[config.mk]
export PLATFORM = sky130hd
export DESIGN_NAME = evtimer
export DESIGN_NICKNAME = d
export VERILOG_FILES = /design/src/rtl/evt_pkg.sv /design/src/rtl/evt_counter.sv /design/src/rtl/evt_channel.sv /design/src/rtl/evt_router.sv /design/src/rtl/evtimer.sv
export SDC_FILE = /design/constraint.sdc
export NUM_CORES = 1
export LEC_CHECK = 0
export BUFFER_PORTS_ARGS = -buffer_cell sky130_fd_sc_hd__buf_2
export CAP_MARGIN = 20
export CORE_ASPECT_RATIO = 0.6
export CORE_MARGIN = 2
export CORE_UTILIZATION = 44
export CTS_CLUSTER_DIAMETER = 50
export CTS_CLUSTER_SIZE = 10
export DETAILED_ROUTE_END_ITERATION = 6
export PLACE_DENSITY = 0.71
export SETUP_SLACK_MARGIN = 0.02
export SYNTH_ARGS = -nofsm -noshare
export SYNTH_HDL_FRONTEND = slang
export SYNTH_SLANG_ARGS = --single-unit
export TNS_END_PERCENT = 10
[constraint.sdc]
create_clock -name clk -period 2.9 [get_ports clk]
set_input_delay 0.145 -clock clk [delete_from_list [all_inputs] [get_ports clk]]
set_output_delay 0.145 -clock clk [all_outputs]
set_load 0.1 [all_outputs]
[src/rtl/evt_pkg.sv]
package evt_pkg;
    localparam int DATA_W = 32;

    localparam logic [11:0] A_CAPS   = 12'h000;
    localparam logic [11:0] A_PERIOD = 12'h004;
    localparam logic [11:0] A_CTRL   = 12'h010;
    localparam logic [11:0] A_STATUS = 12'h020;
    localparam logic [11:0] A_COUNT  = 12'h0F0;
    localparam int          CH_BASE   = 'h100;
    localparam int          CH_STRIDE = 'h20;
    localparam logic [4:0]  OFF_CFG  = 5'h00;
    localparam logic [4:0]  OFF_RCAP = 5'h04;
    localparam logic [4:0]  OFF_CMP  = 5'h08;

    localparam int B_LEVEL  = 1;
    localparam int B_INTEN  = 2;
    localparam int B_PERIOD = 3;
    localparam int B_PCAP   = 4;
    localparam int B_SETVAL = 6;
    localparam int B_M32    = 8;
    localparam int B_ROUTE  = 9;
    localparam int ROUTE_W  = 5;

    typedef enum logic {CH_IDLE, CH_ARMED} ch_run_e;
    typedef enum logic [1:0] {WS_DIRECT, WS_NEXT, WS_PERIOD} ch_wseq_e;
endpackage

[src/rtl/evt_counter.sv]
module evt_counter #(
    parameter int W = 32
) (
    input  logic         clk,
    input  logic         rst_n,
    input  logic         run,
    input  logic         load,
    input  logic [W-1:0] load_val,
    output logic [W-1:0] cnt_o
);
    logic [W-1:0] cnt_q;

    always_ff @(posedge clk or negedge rst_n) begin
        if (!rst_n)    cnt_q <= '0;
        else if (load) cnt_q <= load_val;
        else if (run)  cnt_q <= cnt_q + 1'b1;
    end

    assign cnt_o = cnt_q;

    a_r1_freeze: assert property (@(posedge clk) disable iff (!rst_n)
        (!run && !load) |=> $stable(cnt_q));
    a_r1_step: assert property (@(posedge clk) disable iff (!rst_n)
        (run && !load) |=> (cnt_q == $past(cnt_q) + 1'b1));
endmodule

[src/rtl/evt_channel.sv]
module evt_channel
    import evt_pkg::*;
#(
    parameter bit PER_CAP = 1'b1
) (
    input  logic               clk,
    input  logic               rst_n,
    input  logic               cfg_we,
    input  logic               cmp_we,
    input  logic [DATA_W-1:0]  wdata,
    input  logic [DATA_W-1:0]  cnt,
    input  logic               cnt_run,
    input  logic               status_bit,
    output logic               match_o,
    output logic               req_o,
    output logic [ROUTE_W-1:0] route_o,
    output logic [DATA_W-1:0]  cfg_rd,
    output logic [DATA_W-1:0]  cmp_rd
);
    ch_run_e  run_q,  run_d;
    ch_wseq_e ws_q,   ws_d;
    logic [DATA_W-1:0] cmp_q, cmp_d, per_q, per_d;
    logic int_en_q, level_q, periodic_q, pulse_q;
    logic [ROUTE_W-1:0] route_q;
    logic match;

    assign match = (run_q == CH_ARMED) && cnt_run && (cnt == cmp_q);

    // next-state process
    always_comb begin
        run_d = run_q;
        ws_d  = ws_q;
        cmp_d = cmp_q;
        per_d = per_q;
        if (match) begin
            if (periodic_q) cmp_d = cmp_q + per_q;   // reload
            else            run_d = CH_IDLE;         // expire
        end
        if (cfg_we) begin
            if (wdata[B_SETVAL] && wdata[B_PERIOD] && PER_CAP) ws_d = WS_NEXT; // prime
            else                                                ws_d = WS_DIRECT; // cancel
        end
        if (cmp_we) begin
            unique case (ws_q)
                WS_DIRECT: begin
                    cmp_d = wdata;
                    if (periodic_q) per_d = wdata;
                    run_d = CH_ARMED;                // arm
                end
                WS_NEXT: begin
                    cmp_d = wdata;                   // load match
                    run_d = CH_ARMED;
                    ws_d  = WS_PERIOD;
                end
                WS_PERIOD: begin
                    per_d = wdata;                   // load period
                    ws_d  = WS_DIRECT;
                end
                default: ws_d = WS_DIRECT;
            endcase
        end
    end

    // state register process
    always_ff @(posedge clk or negedge rst_n) begin
        if (!rst_n) begin
            run_q <= CH_IDLE;
            ws_q  <= WS_DIRECT;
            cmp_q <= '0;
            per_q <= '0;
        end else begin
            run_q <= run_d;
            ws_q  <= ws_d;
            cmp_q <= cmp_d;
            per_q <= per_d;
        end
    end

    // configuration fields
    always_ff @(posedge clk or negedge rst_n) begin
        if (!rst_n) begin
            int_en_q   <= 1'b0;
            level_q    <= 1'b0;
            periodic_q <= 1'b0;
            route_q    <= '0;
        end else if (cfg_we) begin
            int_en_q   <= wdata[B_INTEN];
            level_q    <= wdata[B_LEVEL];
            periodic_q <= wdata[B_PERIOD] & PER_CAP;
            route_q    <= wdata[B_ROUTE +: ROUTE_W];
        end
    end

    // output process
    always_ff @(posedge clk or negedge rst_n) begin
        if (!rst_n) pulse_q <= 1'b0;
        else        pulse_q <= match && int_en_q && !level_q;
    end

    always_comb begin
        cfg_rd                     = '0;
        cfg_rd[B_LEVEL]            = level_q;
        cfg_rd[B_INTEN]            = int_en_q;
        cfg_rd[B_PERIOD]           = periodic_q;
        cfg_rd[B_PCAP]             = PER_CAP;
        cfg_rd[B_M32]              = 1'b1;
        cfg_rd[B_ROUTE +: ROUTE_W] = route_q;
    end

    assign cmp_rd  = cmp_q;
    assign route_o = route_q;
    assign match_o = match;
    assign req_o   = level_q ? (status_bit && int_en_q) : pulse_q;

    a_r4_oneshot_disarm: assert property (@(posedge clk) disable iff (!rst_n)
        (match && !periodic_q && !cmp_we) |=> (run_q == CH_IDLE));
    a_r5_periodic_reload: assert property (@(posedge clk) disable iff (!rst_n)
        (match && periodic_q && !cmp_we) |=> (cmp_q == $past(cmp_q) + $past(per_q)));
    a_r6_period_slot: assert property (@(posedge clk) disable iff (!rst_n)
        (cmp_we && ws_q == WS_PERIOD) |=> $stable(cmp_q));
    a_r8_level_hold: assert property (@(posedge clk) disable iff (!rst_n)
        (level_q && int_en_q && status_bit) |-> req_o);
endmodule

[src/rtl/evt_router.sv]
module evt_router
    import evt_pkg::*;
#(
    parameter int          NUM_CH    = 4,
    parameter int          IRQ_LINES = 24,
    parameter logic [31:0] ROUTE_CAP = 32'h00F0_0000
) (
    input  logic [NUM_CH-1:0]         req,
    input  logic [NUM_CH*ROUTE_W-1:0] routes,
    input  logic                      fixed_mode,
    output logic [IRQ_LINES-1:0]      irq_o
);
    localparam logic [ROUTE_W-1:0] FIXED_LINE0 = 5'd0;
    localparam logic [ROUTE_W-1:0] FIXED_LINE1 = 5'd8;

    always_comb begin
        logic [ROUTE_W-1:0] tgt;
        logic               ok;
        irq_o = '0;
        for (int c = 0; c < NUM_CH; c++) begin
            tgt = routes[c*ROUTE_W +: ROUTE_W];
            ok  = ROUTE_CAP[tgt];
            if (fixed_mode && c < 2) begin
                tgt = (c == 0) ? FIXED_LINE0 : FIXED_LINE1;
                ok  = 1'b1;
            end
            if (req[c] && ok) begin
                for (int l = 0; l < IRQ_LINES; l++) begin
                    if (int'(tgt) == l) irq_o[l] = 1'b1;
                end
            end
        end
    end
endmodule

[src/rtl/evtimer.sv]
module evtimer
    import evt_pkg::*;
#(
    parameter int          NUM_CH       = 4,
    parameter int          IRQ_LINES    = 24,
    parameter int          ADDR_W       = 12,
    parameter logic [15:0] VENDOR       = 16'h1A2B,
    parameter logic [7:0]  REV          = 8'h03,
    parameter logic [31:0] PERIOD_FS    = 32'd20_000_000,
    parameter logic [31:0] ROUTE_CAP    = 32'h00F0_0000,
    parameter logic [7:0]  PERIODIC_CAP = 8'b0000_1101
) (
    input  logic                 clk,
    input  logic                 rst_n,
    input  logic [ADDR_W-1:0]    reg_addr,
    input  logic                 reg_we,
    input  logic [DATA_W-1:0]    reg_wdata,
    output logic [DATA_W-1:0]    reg_rdata,
    output logic [IRQ_LINES-1:0] irq_o
);
    localparam logic [DATA_W-1:0] CAPS_WORD =
        {VENDOR, 1'b1, 1'b0, 1'b0, 5'(NUM_CH - 1), REV};

    logic                      en_q, fixed_q;
    logic [NUM_CH-1:0]         status_q, match_v, req_v, clr_v;
    logic [DATA_W-1:0]         cnt;
    logic [NUM_CH*ROUTE_W-1:0] routes;
    logic [DATA_W-1:0]         cfg_rd [NUM_CH];
    logic [DATA_W-1:0]         cmp_rd [NUM_CH];
    logic                      wr_ctrl, wr_status, wr_count;

    assign wr_ctrl   = reg_we && (reg_addr == ADDR_W'(A_CTRL));
    assign wr_status = reg_we && (reg_addr == ADDR_W'(A_STATUS));
    assign wr_count  = reg_we && (reg_addr == ADDR_W'(A_COUNT));
    assign clr_v     = wr_status ? reg_wdata[NUM_CH-1:0] : '0;

    always_ff @(posedge clk or negedge rst_n) begin
        if (!rst_n) begin
            en_q    <= 1'b0;
            fixed_q <= 1'b0;
        end else if (wr_ctrl) begin
            en_q    <= reg_wdata[0];
            fixed_q <= reg_wdata[1];
        end
    end

    always_ff @(posedge clk or negedge rst_n) begin
        if (!rst_n) status_q <= '0;
        else        status_q <= (status_q & ~clr_v) | match_v;
    end

    evt_counter #(.W(DATA_W)) u_cnt (
        .clk(clk), .rst_n(rst_n), .run(en_q),
        .load(wr_count), .load_val(reg_wdata), .cnt_o(cnt)
    );

    for (genvar c = 0; c < NUM_CH; c++) begin : g_ch
        localparam logic [ADDR_W-1:0] BASE = ADDR_W'(CH_BASE + c * CH_STRIDE);
        logic cfg_we, cmp_we;
        assign cfg_we = reg_we && (reg_addr == (BASE | ADDR_W'(OFF_CFG)));
        assign cmp_we = reg_we && (reg_addr == (BASE | ADDR_W'(OFF_CMP)));
        evt_channel #(.PER_CAP(PERIODIC_CAP[c])) u_ch (
            .clk(clk), .rst_n(rst_n), .cfg_we(cfg_we), .cmp_we(cmp_we),
            .wdata(reg_wdata), .cnt(cnt), .cnt_run(en_q),
            .status_bit(status_q[c]), .match_o(match_v[c]), .req_o(req_v[c]),
            .route_o(routes[c*ROUTE_W +: ROUTE_W]),
            .cfg_rd(cfg_rd[c]), .cmp_rd(cmp_rd[c])
        );
    end

    evt_router #(.NUM_CH(NUM_CH), .IRQ_LINES(IRQ_LINES), .ROUTE_CAP(ROUTE_CAP)) u_rt (
        .req(req_v), .routes(routes), .fixed_mode(fixed_q), .irq_o(irq_o)
    );

    always_comb begin
        reg_rdata = '0;
        unique case (reg_addr)
            ADDR_W'(A_CAPS):   reg_rdata = CAPS_WORD;
            ADDR_W'(A_PERIOD): reg_rdata = PERIOD_FS;
            ADDR_W'(A_CTRL):   reg_rdata = {30'b0, fixed_q, en_q};
            ADDR_W'(A_STATUS): reg_rdata = DATA_W'(status_q);
            ADDR_W'(A_COUNT):  reg_rdata = cnt;
            default: begin
                for (int c = 0; c < NUM_CH; c++) begin
                    if (reg_addr == ADDR_W'(CH_BASE + c * CH_STRIDE) + ADDR_W'(OFF_CFG))
                        reg_rdata = cfg_rd[c];
                    if (reg_addr == ADDR_W'(CH_BASE + c * CH_STRIDE) + ADDR_W'(OFF_RCAP))
                        reg_rdata = ROUTE_CAP;
                    if (reg_addr == ADDR_W'(CH_BASE + c * CH_STRIDE) + ADDR_W'(OFF_CMP))
                        reg_rdata = cmp_rd[c];
                end
            end
        endcase
    end

    a_r3_w1c: assert property (@(posedge clk) disable iff (!rst_n)
        (wr_status && match_v == '0) |=> ((status_q & $past(reg_wdata[NUM_CH-1:0])) == '0));
    a_r3_match_sets: assert property (@(posedge clk) disable iff (!rst_n)
        (match_v != '0) |=> ((status_q & $past(match_v)) == $past(match_v)));
    a_r10_fixed_line0: assert property (@(posedge clk) disable iff (!rst_n)
        (fixed_q && req_v[0]) |-> irq_o[0]);
    a_r2_period_nonzero: assert property (@(posedge clk) disable iff (!rst_n)
        (reg_addr == ADDR_W'(A_PERIOD)) |-> (reg_rdata != '0));
endmodule

# After elaboration in Yosys (flattened, before gate mapping)
# Memory sizes are Yosys's and may differ from the RTL's.
# Index checks and enable logic that the tools add are counted.
[classes] addsub=4 order_cmp=4 eq_ne=122 muxes=176 n_bitwise=3 n_reduce_logical=61
[ops] cell="$mux 32" n=30
[ops] cell="$eq 5x5->1 const B" n=64
[ops] cell="$pmux 32 s2" n=3
[ops] cell="$pmux 32 s5" n=1
[ops] cell="$eq 12x9->1 const B" n=12
[ops] cell="$eq 32x32->1" n=4
[ops] cell="$mux 1" n=122
[ops] cell="$add 32x32->32" n=3
[ops] cell="$mux 24" n=4
[ops] cell="$eq 5x4->1 const B" n=16
[ops] cell="$eq 5x3->1 const B" n=8
[ops] cell="$logic_and 1x1->1" n=36
[ops] cell="$add 32x1->32 const B" n=1
[ops] cell="$lt 5x6->1 const B" n=4
[ops] cell="$eq 5x2->1 const B" n=4
[ops] cell="$logic_not 5->1" n=4
[ops] cell="$mux 2" n=8
[ops] cell="$pmux 2 s2" n=4
[ops] cell="$mux 14" n=1
[ops] cell="$eq 12x3->1 const B" n=1
[ops] cell="$eq 12x5->1 const B" n=1
[ops] cell="$eq 12x6->1 const B" n=1
[ops] cell="$eq 12x8->1 const B" n=1
[ops] cell="$logic_not 12->1" n=1
[ops] cell="other kinds (14)" n=36
[totals] regBits=309 mem_bits_ro=128 inputBits=47 out_inout_bits=56 wordCells=412 mem_count=4
[mem_list] memory="(no name shown)" depth=32 width=1 rd=1 rd_clocked_by_memory_dff=0 wr=0 line_no="evt_router.sv:22" rtl="ok = ROUTE_CAP[tgt];"
[mem_list] memory="(no name shown)" depth=32 width=1 rd=1 rd_clocked_by_memory_dff=0 wr=0 line_no="evt_router.sv:22"
[mem_list] memory="(no name shown)" depth=32 width=1 rd=1 rd_clocked_by_memory_dff=0 wr=0 line_no="evt_router.sv:22"
[mem_list] memory="(no name shown)" depth=32 width=1 rd=1 rd_clocked_by_memory_dff=0 wr=0 line_no="evt_router.sv:22"

# Logic depth before layout (Yosys ltp)
# Gate-level depths: netlist of run 1.
[depth] ltp_word=14 mapped_depth=14

# Modules after synthesis
# From an unflattened synthesis of run 1, not the netlist that was laid out.
[unflattened] hier_cells=2774 hier_area_um2=24576.1
[modules_own_cells] mod="evt_channel (g_ch[2].u_ch ...)" instances=2 cells_each=564 area_per_inst_um2=5383.9 seq_area_each_um2=1901.8
[modules_own_cells] mod="evt_channel (g_ch[0].u_ch)" instances=1 cells_each=589 area_per_inst_um2=5430.2 seq_area_each_um2=1901.8
[modules_own_cells] mod="evtimer" instances=1 cells_each=620 area_per_inst_um2=3938.8 seq_area_each_um2=150.1
[modules_own_cells] mod="evt_channel (g_ch[1].u_ch)" instances=1 cells_each=178 area_per_inst_um2=2220.9 seq_area_each_um2=1076.0
[modules_own_cells] mod="evt_counter" instances=1 cells_each=210 area_per_inst_um2=1856.8 seq_area_each_um2=800.8
[modules_own_cells] mod="evt_router" instances=1 cells_each=49 area_per_inst_um2=361.6 seq_area_each_um2=0.0

# Least setup slack after synthesis of run 1
# No wires, ideal clock.
[synth_timing] kind="input-to-output" startpoint="in reg_addr[1]" endpoint="out reg_rdata[23]" arrival_ps=3779 t_required_ps=2755 slack_ps=-1024 cell_stages=10 path_buffers=1 cell_sequence="or4_4 -> nor2_4 -> nand2_1 -> nor2_1 -> nand2_1 -> nor2_1 -> nor4_1 -> clkbuf_1 -> o21ai_0 -> o21ai_0"
[synth_via] elab_chain_cells=13 word_cells_on_any_way=28 cone_classes="eq/ne: 15; mux: 12; reduce/logical: 1"
[synth_rtl] item="start, declared" line_no="evtimer.sv:15" rtl="input logic [ADDR_W-1:0] reg_addr,"
[synth_rtl] item="$eq 12x9->1" line_no="evtimer.sv:87" rtl="if (reg_addr == ADDR_W'(CH_BASE + c * CH_STRIDE) + ADDR_W'(OFF_RCAP))"
[synth_rtl] item="$mux 32" line_no="evtimer.sv:87"
[synth_rtl] item="$mux 32" line_no="evtimer.sv:89" rtl="if (reg_addr == ADDR_W'(CH_BASE + c * CH_STRIDE) + ADDR_W'(OFF_CMP))"
[synth_rtl] item="$mux 32" line_no="evtimer.sv:85" rtl="if (reg_addr == ADDR_W'(CH_BASE + c * CH_STRIDE) + ADDR_W'(OFF_CFG))"
[synth_rtl] item="$mux 32" line_no="evtimer.sv:87"
[synth_rtl] item="$mux 32" line_no="evtimer.sv:89"
[synth_rtl] item="$mux 32" line_no="evtimer.sv:85"
[synth_rtl] item="$mux 32" line_no="evtimer.sv:87"
[synth_rtl] item="$mux 32" line_no="evtimer.sv:89"
[synth_rtl] item="$mux 32" line_no="evtimer.sv:85"
[synth_rtl] item="$mux 32" line_no="evtimer.sv:87"
[synth_rtl] item="$mux 32" line_no="evtimer.sv:89"
[synth_rtl] item="$pmux 32 s5 *" line_no="evtimer.sv:77" rtl="unique case (reg_addr)"
[synth_rtl] item="end, declared" line_no="evtimer.sv:18" rtl="output logic [DATA_W-1:0] reg_rdata,"
# Mark *: on every way between the ends. The rest lies on a longest branch, timed or not.

# Final worst setup path of run 1
[layout_timing] startpoint="reg g_ch[2].u_ch.per_q[11]" endpoint="reg g_ch[2].u_ch.cmp_q[30]"
[layout_via] elab_chain_cells=5
[layout_rtl] item="start, declared" line_no="evt_channel.sv:22" rtl="logic [DATA_W-1:0] cmp_q, cmp_d, per_q, per_d;"
[layout_rtl] item="start signal, assigned" line_no="evt_channel.sv:75" rtl="per_q <= per_d;"
[layout_rtl] item="$add 32x32->32 *" line_no="evt_channel.sv:36" rtl="if (periodic_q) cmp_d = cmp_q + per_q;"
[layout_rtl] item="$mux 32 *" line_no="evt_channel.sv:36"
[layout_rtl] item="$mux 32 *" line_no="evt_channel.sv:35" rtl="if (match) begin"
[layout_rtl] item="$mux 32" line_no="evt_channel.sv:44" rtl="unique case (ws_q)"
[layout_rtl] item="$mux 32 *" line_no="evt_channel.sv:43" rtl="if (cmp_we) begin"
[layout_rtl] item="net g_ch[2].u_ch.cmp_d[30]" line_no="evt_channel.sv:22"
[layout_rtl] item="end signal, assigned" line_no="evt_channel.sv:74" rtl="cmp_q <= cmp_d;"
[layout_rtl] item="end, declared" line_no="evt_channel.sv:22"
# Mark *: on every way through the listed nets, which the timed path passes. The rest lies on a longest branch.
# A chain may end at the register's enable or synchronous reset.

==> results.py, run 1 <==
metrics = {
    "status": {
        "outcome": "complete, but fails checks",
        "violations": "negative setup slack",
    },
    "cells_and_area": {
        "fill_cells": 4015,
        "postLayoutCoreUtil_pct": 57.3,
        "area_growth_pct": 28.1,
        "stdcell_count": 3175,
        "drive_gt1_share_pct": 30.4,
        "fin_nets": 2680,
    },
    "yosys": {
        "synth-simple-area-share_pct": 14.4,
        "synth-xor-area-share_pct": 9.67,
        "synth.area.top_cells": "dfrtp_1 (37%), xor2_1 (7.0%), ha_1 (5.7%)",
        "synth_mux_area_share_pct": 11.5,
        "yosysTopAreaCell": "dfrtp_1",
        "ys_ff_latch": 309,
        "synth_edf_count": 0,
        "yosysWarnings": 0,
        "yosysSeqAreaShare_pct": 37.3,
        "synth-main-ff-cell": "dfrtp_1",
        "async_flop_share_pct": 100,
        "synth_cell_types": 85,
        "synth_top_family_by_area": "compound AO/OA/AOI/OAI gates",
        "syn_avg_cell_area_um2": 9.47,
        "netlist_instances": 2192,
        "synthAdderAreaFrac_pct": 5.96,
        "netlist_area_mm2": 0.0207,
        "synth_top_cell_area_share_pct": 37.3,
        "synth_compound_area_share_pct": 17.1,
    },
    "grt": {
        "grt_pass1_wl_mm": 122,
        "grt_max_degree": 83,
        "grt_pass1_vias": 18542,
        "antenna_found_initial": 2,
        "grtUsageTotal_pct": 33.4,
        "grt-ovfl-total": 0,
    },
    "clock_network": {
        "cts_buffers": 38,
        "cts_num_sinks": 309,
        "htree_levels": 2,
        "tritoncts": "yes",
        "clockBufferDepth": 3,
        "worst_skew_pair.late_latency_ps": 550,
        "clockRootBuffer": "clkbuf_16",
        "clkTransAtPathRegs_ps": 60,
    },
    "critical_path": {
        "path_cells": "ha_2 > a21oi_1 > o21ai_0 > a41o_1 > a2111oi_4 > buf_4 > o21ai_4 > a31oi_4 > nor2b_2 > o21ai_2 > mux2i_1 > o31a_1",
        "critPathMaxFanout": 5,
        "r2r_setup_slack_ps": -200,
        "crit_arrival_ps": 3530,
        "end_kind": "register",
        "rr_worst_depth": 12,
        "crit_required_ps": 3330,
        "rr_endpoint": "g_ch[2].u_ch.cmp_rd[30]",
        "worst_setup_path_start_kind": "register",
        "cpMaxStageDelayCell": "o21ai_0",
        "worstSetupPathType": "register to register",
        "reg2reg_from": "g_ch[2].u_ch.per_q[11]",
        "cp_slowest_stage_delay_ps": 550,
    },
    "sta": {
        "tns_ps": -1450,
        "hold_viol": 0,
        "finalHoldWorstSlack_ps": 6.83,
        "clock.fmax_mhz": 322,
        "maxSlewViolCount": 0,
        "tightest_slew_ps": 699,
        "post-route-min-period_ps": 3100,
        "rsz0062_at_grt": "true",
        "setup_violations": 16,
        "clock_skew_ps": 16.3,
        "setup_ws_ps": -202,
        "period_share_pct": 107,
        "slew-limit-headroom_pct": 53.3,
    },
    "die": {
        "io_pins": 103,
        "start_util_pct": 44.7,
        "die_width_um": 284,
        "core.rowCount": 61,
        "coreArea_mm2": 0.0464,
        "die_area_mm2": 0.0490,
        "die_h_um": 172,
    },
    "route": {
        "drcViolationCount": 0,
        "postRouteAntennaNets": 0,
        "drtPass1Iterations": 7,
        "via_per_inst": 6.16,
        "routed_wl_mm": 83.4,
        "dr_total_vias": 19572,
        "drt_iter0_drc": 2826,
        "routedWlPerCell_um": 26.3,
    },
    "placed_design": {
        "post-place-ws_ps": -564,
        "dp_cells": 3085,
        "portBuffers": 84,
        "globalplace.congestion": 1.02,
        "dp_hpwl_mm": 62.1,
    },
    "run": {
        "drv_cap": 0,
    },
    "hold_path": {
        "hp-start": "reg_wdata[24]",
        "hp-class": "input port to register",
        "hold_depth": 3,
        "holdPathEnd": "g_ch[0].u_ch.cmp_rd[24]",
    },
    "power_and_ir_drop": {
        "powerDensity_mw_per_mm2": 378,
        "ir_worst_vdd_v": 0.000428,
        "leakage_nw": 12.2,
    },
}
per-layer routing:
| metal | wire [um] | vias up | track usage, % | part of all wire, % |
|---|---|---|---|---|
| met3 | 11000 | 160 | 10.3 | 13 |
| li1 | - | 8553 | - | - |
| met1 | 36000 | 9645 | 48.5 | 43 |
| met2 | 33700 | 1214 | 47.1 | 40 |
| met4 | 2700 | 0 | 10.0 | 3.2 |
| met5 | 0 | - | 0 | 0 |
cell usage in the layout (no fill, tap or decap), types with 48 or more instances in the layout:
| master | count |
|---|---|
| mux2_4 | 60 |
| nand2_1 | 185 |
| xor2_1 | 165 |
| ha_1 | 77 |
| dfrtp_1 | 305 |
| a21oi_1 | 165 |
| nor2_1 | 155 |
| buf_4 | 298 |
| buf_12 | 48 |
| o21ai_0 | 91 |
| buf_2 | 51 |
| mux2_2 | 97 |
| nand3_1 | 51 |
| xnor2_1 | 62 |
cells in the mapped netlist (all sizes together) (12+ instances only):
| cell | n |
|---|---|
| nor4 | 32 |
| inv | 40 |
| o21ai | 132 |
| mux2i | 33 |
| o21a | 16 |
| ha | 94 |
| a22oi | 44 |
| xnor2 | 64 |
| o21bai | 12 |
| a211oi | 19 |
| nand2 | 192 |
| nor3 | 31 |
| xor2 | 165 |
| a21o | 41 |
| buf | 47 |
| dfrtp | 309 |
| nand4 | 32 |
| nor2b | 18 |
| a221oi | 17 |
| and3 | 23 |
| nand3 | 53 |
| a21oi | 178 |
| mux2 | 162 |
| clkbuf | 97 |
| a31oi | 26 |
| nor2 | 171 |
where the power goes:
group          internal [mW]  total [mW]  leakage (nW)  switching (mW)
Combinational          0.401        1.21          7.97           0.811
Sequential              4.37        4.49          3.68           0.111
Clock                   2.42        4.35         0.512            1.93
registers in the layout, summed over array words and instances, names as in the netlist:
signal                count
g_ch.u_ch.cmp_rd        128
g_ch.u_ch.per_q          96
u_cnt.cnt_o              32
g_ch.u_ch.route_o        20
g_ch.u_ch.ws_q            8
g_ch.u_ch.int_en_q        4
g_ch.u_ch.level_q         4
g_ch.u_ch.pulse_q         4
g_ch.u_ch.run_q           4
status_q                  4
g_ch.u_ch.periodic_q      3
en_q                      1
fixed_q                   1
worst max-delay path, delay by kind of cell, from the launching register on:
kind / cells / cell delay [ps]
AOI/OAI and AO/OA: 8 / 1720
adders and majority gates: 1 / 400
DFF: 1 / 380
and+or+nand+nor: 1 / 190
buffers and inverters: 1 / 170
muxes: 1 / 120
logic make-up (layout without fill, tap and decap cells):
logic type,after synthesis,in the layout
AOI/OAI and AO/OA,560,560
xor gates and xnor gates,229,229
adders and majority gates,97,97
buffers and inverters,184,519
DFF,309,309
muxes,195,195
other,1,19
and+or+nand+nor,617,617
metrics by stage:
step | area [um^2] | total power [mW]
after detailed placement | 24400 | 5.67
after global placement | 24400 | 5.66
after floorplan | 20900 | 5.12
after global routing | 26600 | 10.3
after CTS | 25900 | 10.0
final | 26600 | 10.0
what timing repair did:
item / CTS / global route
hold buffers: 27 / 0
setup endpoints to repair: 43 / 87
gates cloned: 0 / 0
setup buffers: 3 / 13
hold endpoints to repair: 142 / 0
pin swaps: 21 / 48
gates resized for setup: 49 / 127
final cells by class:
| type | instances | area (um^2) | share of cell area, % |
|---|---|---|---|
| Antenna cell | 1 | 2.50 | 0.00941 |
| Clock buffer | 43 | 1000 | 3.77 |
| Clock inverter | 5 | 32.5 | 0.122 |
| Inverter | 40 | 150 | 0.565 |
| Multi-Input combinational cell | 1716 | 13100 | 49.2 |
| Sequential cell | 309 | 7740 | 29.1 |
| Tap cell | 630 | 788 | 2.97 |
| Timing Repair Buffer | 431 | 3810 | 14.3 |
worst max-delay path by stage:
stage / startpoint / end / slack (ps)
4_1_cts: g_ch[2].u_ch.cmp_rd[0] / g_ch[2].u_ch.cmp_rd[30] / -280
5_1_grt: g_ch[2].u_ch.cmp_rd[0] / g_ch[2].u_ch.cmp_rd[30] / -350
6_report: g_ch[2].u_ch.per_q[11] / g_ch[2].u_ch.cmp_rd[30] / -200
2_1_floorplan: reg_addr[1] / reg_rdata[23] / -470
3_3_place_gp: g_ch[3].u_ch.cmp_rd[0] / g_ch[3].u_ch.cmp_rd[30] / -520
3_5_place_dp: g_ch[3].u_ch.cmp_rd[0] / g_ch[3].u_ch.cmp_rd[30] / -560
No activity file was read; power rests on OpenSTA's default activity.
==> run 2: changes to the inputs <==
--- a/config.mk
+++ b/config.mk
@@ -15,2 +15,3 @@
 export DETAILED_ROUTE_END_ITERATION = 6
+export GPL_TIMING_DRIVEN = 0
 export PLACE_DENSITY = 0.71
--- a/constraint.sdc
+++ b/constraint.sdc
@@ -3,2 +3,2 @@
 set_output_delay 0.145 -clock clk [all_outputs]
-set_load 0.1 [all_outputs]
+set_load 0.02 [all_outputs]
==> results.py, run 2 (synthesis gave the netlist of run 1 again) <==
metrics = {
    "status": {
        "outcome": "complete, but fails checks",
        "violations": "negative setup slack",
    },
    "route": {
        "via_per_inst": 6.31,
        "postRouteAntennaNets": 0,
        "drt_iter0_drc": 2621,
        "routed_wl_mm": 84.2,
        "drtPass1Iterations": 6,
        "dr_total_vias": 19201,
        "drcViolationCount": 0,
        "routedWlPerCell_um": 27.7,
    },
    "grt": {
        "grtUsageTotal_pct": 33.4,
        "grt_pass1_vias": 18004,
        "antenna_found_initial": 1,
        "grt_pass1_wl_mm": 121,
        "grt-ovfl-total": 0,
        "grt_max_degree": 116,
    },
    "die": {
        "die_h_um": 172,
        "die_width_um": 284,
        "die_area_mm2": 0.0490,
        "io_pins": 103,
        "core.rowCount": 61,
        "coreArea_mm2": 0.0464,
        "start_util_pct": 44.7,
    },
    "critical_path": {
        "path_cells": "ha_4 > inv_2 > fa_2 > nor2b_4 > o21ai_2 > a21boi_2 > nor3_4 > o21ai_2 > nor3b_4 > o22ai_4 > o311a_1 > o21bai_1 > mux2i_1 > nand3_1",
        "crit_required_ps": 3320,
        "worst_setup_path_start_kind": "register",
        "reg2reg_from": "g_ch[3].u_ch.per_q[0]",
        "r2r_setup_slack_ps": -220,
        "rr_worst_depth": 14,
        "rr_endpoint": "g_ch[3].u_ch.cmp_rd[30]",
        "crit_arrival_ps": 3540,
        "cp_slowest_stage_delay_ps": 390,
        "path_common_cell": "o21ai_2",
        "worstSetupPathType": "register to register",
        "cpMaxStageDelayCell": "dfrtp_1",
        "end_kind": "register",
        "critPathMaxFanout": 3,
    },
    "cells_and_area": {
        "final_cell_mix": "dfrtp_1 (260), nand2_1 (186), xor2_1 (165)",
        "multi_input_area_mm2": 0.0135,
        "final_area_mm2": 0.0253,
        "stdcell_count": 3044,
        "fin_nets": 2544,
        "fill_cells": 4136,
        "final_common_cell": "dfrtp_1",
        "diodes": 0,
        "area_growth_pct": 22.1,
        "drive_gt1_share_pct": 27.2,
        "seq_area_mm2": 0.00779,
        "largest_register_ffs": 128,
    },
    "power_and_ir_drop": {
        "p_total_mw": 10.4,
        "power.switching_mw": 2.84,
        "p_int_mw": 7.59,
        "swShare_pct": 27.2,
        "p_clk_share_pct": 47.0,
        "powerDensity_mw_per_mm2": 412,
        "p_seq_share_pct": 43.5,
        "power_frac_comb_pct": 9.5,
        "ir_worst_vdd_v": 0.000436,
        "leakage_nw": 11.4,
    },
    "sta": {
        "clock.fmax_mhz": 321,
        "post-route-min-period_ps": 3120,
        "setup_ws_ps": -216,
        "period_share_pct": 107,
        "slew-limit-headroom_pct": 35.6,
        "hold_viol": 0,
        "clock_skew_ps": 14.4,
        "setup_violations": 32,
        "maxSlewViolCount": 0,
        "tightest_slew_ps": 966,
        "rsz0062_at_grt": "true",
        "tns_ps": -2260,
    },
    "hold_path": {
        "hp-class": "input port to register",
        "hp-start": "reg_wdata[7]",
        "holdPathEnd": "g_ch[2].u_ch.cmp_rd[7]",
        "hold_depth": 3,
    },
    "clock_network": {
        "clkTransAtPathRegs_ps": 60,
        "clockBufferDepth": 3,
        "clockRootBuffer": "clkbuf_16",
        "htree_levels": 2,
        "tritoncts": "yes",
        "cts_buffers": 40,
        "cts_num_sinks": 309,
        "worst_skew_pair.late_latency_ps": 540,
    },
    "placed_design": {
        "portBuffers": 81,
        "dp_hpwl_mm": 63.2,
        "globalplace.congestion": 1.02,
        "placed_cell_area_mm2": 0.0221,
        "post-place-ws_ps": -1370,
        "dp_cells": 2924,
    },
    "run": {
        "drv_cap": 0,
    },
}
run 2: metrics by stage:
stage,hold slack (ps),util (%)
3_3_place_gp,409,47.4
2_1_floorplan,-151,-
5_1_grt,15.7,54.6
6_report,25.6,54.6
4_1_cts,7.12,52.9
3_5_place_dp,248,47.6
run 2: critical path: cells and delay by family, from the launching register on:
kind	cells	cell delay (ps)
flip-flops	1	390
AO/OA/AOI/OAI	6	1150
buffers and inverters	1	40
AND/OR/NAND/NOR	4	660
multiplexers	1	220
adder cells (fa/ha/maj)	2	530
run 2: layout make-up:
cell class              count  share of cell area (%)
plain buffers             118                    2.73
clock buffers              49                    4.29
clock inverters             7                   0.459
inverters                  40                   0.603
multi-input cells        1716                    53.1
flip-flops and latches    309                    30.8
well taps                 630                    3.11
repair buffers            175                    4.89
run 2: routing by layer:
metal | vias up | track usage (%) | wire [um]
met4 | 2 | 6.54 | 1770
met1 | 9599 | 51.4 | 38500
met2 | 1196 | 44.7 | 32700
met3 | 136 | 11.1 | 11300
met5 | - | 0 | 12
li1 | 8268 | - | -
run 2: worst max path at each step:
stage / startpoint / endpoint / cells after the start
after global placement: rst_n / g_ch[3].u_ch.per_q[5] / 1
after global routing: g_ch[2].u_ch.cmp_rd[6] / g_ch[2].u_ch.cmp_rd[30] / 13
final: g_ch[3].u_ch.per_q[0] / g_ch[3].u_ch.cmp_rd[30] / 14
after CTS: g_ch[2].u_ch.cmp_rd[0] / g_ch[2].u_ch.cmp_rd[30] / 14
after detailed placement: u_cnt.cnt_o[2] / g_ch[3].u_ch.cmp_rd[5] / 10
after floorplan: g_ch[3].u_ch.cmp_rd[0] / g_ch[3].u_ch.cmp_rd[30] / 14
run 2: what timing repair did:
action / CTS / global route
hold endpoints to repair: 169 / 0
buffers inserted: 28 / 36
resized for setup: 202 / 134
pin swaps: 47 / 81
hold buffers: 26 / 0
endpoints found under the setup margin: 132 / 125
run 2: power by group through the flow:
stage                     logic, mW  clock network, mW  registers (mW)
after floorplan               0.563                  0            4.47
after global placement        0.999                  0            4.49
after detailed placement       1.01                  0            4.49
after CTS                     0.940               4.88            4.53
after global routing           1.06               5.07            4.54
final                         0.995               4.90            4.54
